===== src/rtl/col_loader_pkg.sv =====
package col_loader_pkg;
  localparam int CL_NUM_CH      = 32;
  localparam int CL_DATA_W      = 8;
  localparam int CL_SYNC_STAGES = 2;

  typedef enum logic [1:0] {
    FILL_IDLE   = 2'd0,
    FILL_ACTIVE = 2'd1,
    FILL_FULL   = 2'd2
  } fill_state_e;
endpackage


===== src/rtl/col_edge_sync.sv =====
module col_edge_sync #(
  parameter int STAGES = 2
) (
  input  logic clk,
  input  logic rst_n,
  input  logic async_in,
  output logic edge_strobe
);
  logic [STAGES-1:0] sync_q;
  logic              prev_q;

  always_ff @(posedge clk) begin
    if (!rst_n) begin
      sync_q <= '0;
      prev_q <= 1'b0;
    end else begin
      sync_q <= {sync_q[STAGES-2:0], async_in};
      prev_q <= sync_q[STAGES-1];
    end
  end

  // any change of the synchronized level, either direction
  assign edge_strobe = sync_q[STAGES-1] ^ prev_q;
endmodule


===== src/rtl/col_fill_ctrl.sv =====
module col_fill_ctrl
  import col_loader_pkg::*;
#(
  parameter int NUM_CH = 32,
  localparam int PTR_W = $clog2(NUM_CH)
) (
  input  logic             clk,
  input  logic             rst_n,
  input  logic             sel_in,
  input  logic             strobe,
  output logic             wr_en,
  output logic [PTR_W-1:0] wr_ptr,
  output logic             full
);
  localparam logic [PTR_W-1:0] LAST = PTR_W'(NUM_CH - 1);

  fill_state_e      state_q;
  logic [PTR_W-1:0] ptr_q;

  assign wr_en  = strobe && sel_in && (state_q != FILL_FULL);
  assign wr_ptr = ptr_q;
  assign full   = (state_q == FILL_FULL);

  always_ff @(posedge clk) begin
    if (!rst_n || !sel_in) begin
      state_q <= FILL_IDLE;
      ptr_q   <= '0;
    end else if (wr_en) begin
      if (ptr_q == LAST) begin
        state_q <= FILL_FULL;
      end else begin
        state_q <= FILL_ACTIVE;
        ptr_q   <= ptr_q + 1'b1;
      end
    end
  end
endmodule


===== src/rtl/col_chan_bank.sv =====
module col_chan_bank #(
  parameter int NUM_CH = 32,
  parameter int DATA_W = 8,
  localparam int PTR_W = $clog2(NUM_CH)
) (
  input  logic                     clk,
  input  logic                     rst_n,
  input  logic                     wr_en,
  input  logic [PTR_W-1:0]         wr_ptr,
  input  logic [DATA_W-1:0]        wr_data,
  input  logic                     load,
  output logic [NUM_CH*DATA_W-1:0] shadow
);
  for (genvar g = 0; g < NUM_CH; g++) begin : g_ch
    logic [DATA_W-1:0] ch_q;
    logic [DATA_W-1:0] sh_q;

    always_ff @(posedge clk) begin
      if (!rst_n) begin
        ch_q <= '0;
        sh_q <= '0;
      end else begin
        if (wr_en && (wr_ptr == PTR_W'(g))) ch_q <= wr_data;
        if (load) sh_q <= ch_q;
      end
    end

    assign shadow[g*DATA_W +: DATA_W] = sh_q;
  end
endmodule


===== src/rtl/col_loader.sv =====
module col_loader
  import col_loader_pkg::*;
#(
  parameter int NUM_CH      = CL_NUM_CH,
  parameter int DATA_W      = CL_DATA_W,
  parameter int SYNC_STAGES = CL_SYNC_STAGES,
  localparam int PTR_W      = $clog2(NUM_CH)
) (
  input  logic                     clk,
  input  logic                     rst_n,
  input  logic                     shift_clk_in,
  input  logic                     sel_in,
  input  logic [DATA_W-1:0]        data_in,
  input  logic                     load_pulse,
  output logic                     sel_out,
  output logic [NUM_CH*DATA_W-1:0] shadow_out
);
  logic             strobe;
  logic             wr_en;
  logic [PTR_W-1:0] wr_ptr;
  logic             full;

  col_edge_sync #(.STAGES(SYNC_STAGES)) u_sync (
    .clk(clk), .rst_n(rst_n), .async_in(shift_clk_in), .edge_strobe(strobe)
  );

  col_fill_ctrl #(.NUM_CH(NUM_CH)) u_ctrl (
    .clk(clk), .rst_n(rst_n), .sel_in(sel_in), .strobe(strobe),
    .wr_en(wr_en), .wr_ptr(wr_ptr), .full(full)
  );

  col_chan_bank #(.NUM_CH(NUM_CH), .DATA_W(DATA_W)) u_bank (
    .clk(clk), .rst_n(rst_n), .wr_en(wr_en), .wr_ptr(wr_ptr),
    .wr_data(data_in), .load(load_pulse), .shadow(shadow_out)
  );

  // released at once when this device is deselected
  assign sel_out = full && sel_in;
endmodule


===== config.mk =====
export PLATFORM = sky130hd
export DESIGN_NAME = col_loader
export DESIGN_NICKNAME = d
export VERILOG_FILES = /design/src/rtl/col_loader_pkg.sv /design/src/rtl/col_edge_sync.sv /design/src/rtl/col_fill_ctrl.sv /design/src/rtl/col_chan_bank.sv /design/src/rtl/col_loader.sv
export SDC_FILE = /design/constraint.sdc
export NUM_CORES = 1
export LEC_CHECK = 0
export CORE_AREA = 2 2 223 225
export DETAILED_ROUTE_END_ITERATION = 8
export DIE_AREA = 0 0 225 227
export GPL_TIMING_DRIVEN = 0
export HOLD_SLACK_MARGIN = 0.15
export SLEW_MARGIN = 20
export SYNTH_ARGS = -nofsm -noshare
export SYNTH_HDL_FRONTEND = slang
export SYNTH_HIERARCHICAL = 1
export SYNTH_SLANG_ARGS = --single-unit

===== constraint.sdc =====
create_clock -name clk -period 2.24 [get_ports clk]
set_input_delay 0.56 -clock clk [delete_from_list [all_inputs] [get_ports clk]]
set_output_delay 0.56 -clock clk [all_outputs]
set_load 0.01 [all_outputs]

==> summary.md <==
| Metric | Value |
|---|---|
| RSZ-0062 raised after global routing | `false` |
| Root Buffer | `clkbuf_16` |
| Power Dens Cells | `767.5 nW/um^2` |
| Worst hold path class | `flop to flop` |
| Worst skew pair latency | `0.62 ns` |
| Leak | `10.10 nW` |
| Core footprint | `48550 sq um` |
| Netlist cell types | `35` |
| Number of fillers in the final layout | `4414` |
| Bufs and invs on worst path | `2` |
| Initial antenna violation count | `1` |
| Layout Cells excl Fill | `2758` |
| Fraction of layout cells with a size suffix above 1 | `9.087%` |
| Die Ht | `227 um` |
| Dominant cell type by area after synthesis | `dfxtp_1` |
| Final period utilization | `98.51%` |
| Final number of hold-violating endpoints | `0` |
| Period minus WS final | `2.207 ns` |
| Req. time, crit path | `1.68 ns` |
| H-tree levels | `2` |
| Smallest hold slack | `0.4329 ns` |
| Final GP Congestion | `0.7774` |
| Nets@finish | `2109` |
| Post-placement cell count | `2652` |
| CP endpoint kind | `output port` |
| Area added between synthesis and finish | `28.36%` |
| CP peak stage delay | `0.64 ns` |
| Die ar. | `51080 sq um` |
| Synth warn | `6` |
| Clk slew on worst S/H paths | `0.06 ns` |
| Worst setup SP type | `primary input` |
| Post-Syn Area per Cell | `10.95 sq um` |
| DRT iter0 DRCs | `544` |
| CTS max path bufs | `3` |
| Vias/cell | `4.751` |
| Die Wd | `225 um` |
| DRT Pass-1 Iters | `5` |
| Crit-path cells | `clkdlybuf4s50_1 -> and2_1 -> clkdlybuf4s15_2` |
| Vias in the first global route | `13134` |
| Outcome | `completed` |
| Multi-input logic area | `8421 sq um` |
| Post-Syn Nets | `1778` |
| Final WL | `52210 um` |
| VDD IR-drop max | `0.4985 mV` |
| Slew Limit Fails | `0` |
| Top post-synthesis cells by area | `dfxtp_1 54%, mux2i_1 27%, nor2b_1 8.4%` |
| Critical path's top delay family | `buffers and inverters` |
| Worst setup path class | `primary input to output port` |
| Fmax | `453.2 MHz` |
| IO Port Bufs | `268` |
| Endpoint arrival time on the critical path | `1.65 ns` |
| CTS tree | `done` |
| Hpwl dp | `36340 um` |
| # DRC | `0` |
| Io pins | `270` |
| Setup Skew | `0.03045 ns` |
| Flops & latches, synth | `522` |
| All-layer global routing usage | `20.30%` |
| CTS Buf Count | `55` |
| Largest net degree at the start of global routing | `15` |
| Cell Area, Synth | `19290 sq um` |
| Mapped Cells | `1762` |
| Worst-path maximum fanout | `4` |
| Initial Util | `39.74%` |
| Crit-path slowest cell | `clkdlybuf4s50_1` |
| Most frequent cells in the layout | `522 x dfxtp_1, 516 x mux2i_1, 272 x nand2_1` |
| Vias | `13104` |
| Sink Count | `522` |
| Congestion Overflow GR | `0` |
| Sequential share of the synthesized area | `54.17%` |
| Worst Tran Pin Value | `1.165 ns` |
| FF+latch area | `10450 sq um` |
| Slew HR | `22.36%` |
| Most common cell after layout, fill and taps aside | `dfxtp_1` |
| WL/cell | `18.93 um` |
| Top cell type's share of synthesized area | `54.17%` |
| First-pass GRT wire length | `78600 um` |
| ANT nets after route | `0` |
| Final setup fails | `0` |
| Rows | `81` |
| Maxcap violations | `0` |
| Final setup TNS | `0 ns` |
[worst reg2reg max path: stages, from the launching register on]
cell      delay (ns)
dfxtp_1         0.36
xor2_2          0.24
nand2_2         0.14
nor2_4          0.22
and4bb_2        0.25
clkbuf_1        0.28
nand2_2         0.28
mux2i_1         0.19
[Yosys cell counts]
cell type	instances
ha_1	3
and4bb_2	3
nor3_1	1
nand3_1	1
nor2b_4	1
nand2_2	10
or3_1	3
nor2_1	3
dfxtp_1	522
nor2b_1	258
and3_1	1
nand3_2	4
nor4b_2	1
and2_1	4
nand2b_1	5
buf_2	25
and2_2	1
a211oi_1	1
nor4_1	1
inv_1	1
xor2_1	1
nand4_1	1
buf_1	4
o31ai_1	1
nor3_2	1
a21oi_1	2
mux2i_1	516
nor3_4	1
buf_4	2
buf_6	3
nand4b_1	3
nand2_1	275
or4_1	1
nor2_2	12
clkbuf_1	90
[per-stage QoR]
step / util (%) / setup WS (ns) / power (mW) / instance area (sq um)
floorplan: - / 0.2674 / 9.961 / 19290
global placement: 46.86 / -0.9752 / 10.22 / 22750
detailed placement: 46.86 / -1.014 / 10.23 / 22750
CTS: 50.88 / -0.03108 / 19.28 / 24700
global route: 51.00 / 0.01538 / 19.65 / 24760
finish: 51.00 / 0.03330 / 19.00 / 24760
[path summary, 6_finish.rpt]
check | from | endpoint | slack [ns] | cells past startpoint
setup reg to reg | u_sync/sync_q[1]$_SDFF_PN0_ | u_bank/g_ch[4].ch_q[4]$_SDFFE_PN0P_ | 0.16 | 7
setup / recovery | sel_in | sel_out | 0.03 | 3
hold / removal | u_sync/sync_q[0]$_SDFF_PN0_ | u_sync/sync_q[1]$_SDFF_PN0_ | 0.43 | 1
hold reg to reg | u_sync/sync_q[0]$_SDFF_PN0_ | u_sync/sync_q[1]$_SDFF_PN0_ | 0.43 | 1
[cell families (layout without fill, tap and decap cells)]
kind of cell | count (synthesis) | in the layout | share of synthesized area, %
flops | 522 | 522 | 54.17
compound gates | 4 | 4 | 0.1298
mux | 516 | 516 | 26.78
buf+inv | 125 | 498 | 2.750
other cells | 0 | 1 | 0
xor+xnor | 1 | 1 | 0.04541
fa+ha+maj | 3 | 3 | 0.1946
simple gates | 591 | 591 | 15.93
[flip-flops by register name (all words and copies together), names as in the netlist]
register / count
u_bank/g_ch.ch_q: 256
u_sync/prev_q: 1
u_sync/sync_q: 2
u_bank/g_ch.sh_q: 256
u_ctrl/wr_ptr: 5
u_ctrl/state_q: 2
[routing by layer]
metal | share of wire (%) | up-vias | routed length, um | global-route usage (%)
met5 | 0.027 | - | 14 | 0
met4 | 1.9 | 2 | 971 | 5.747
met3 | 6.0 | 62 | 3121 | 5.227
met2 | 48 | 255 | 24960 | 34.36
met1 | 44 | 6257 | 23140 | 25.60
li1 | - | 6528 | - | -
[report_power, final]
part / switching (mW) / internal [mW]
Clock: 3.70 / 5.28
Combinational: 0.475 / 0.248
Sequential: 0.00711 / 9.29
[final cells by class]
class | count | area share, %
flip-flops and latches | 522 | 42.21
multi-input cells | 1115 | 34.01
repair buffers | 274 | 11.07
clock buffers | 84 | 6.650
well taps | 622 | 3.143
plain buffers | 124 | 2.294
clock inverters | 15 | 0.6013
inverters | 1 | 0.01516
diodes | 1 | 0.01011
[timing repair]
item                                    4_1_cts  5_1_grt
endpoints found under the setup margin      371      197
setup buffers                                 5        1
pin swaps                                     2        0
resized for setup                            38       35
hold buffers                                  0        0
Note: power is estimated with default switching activity, not from simulation.
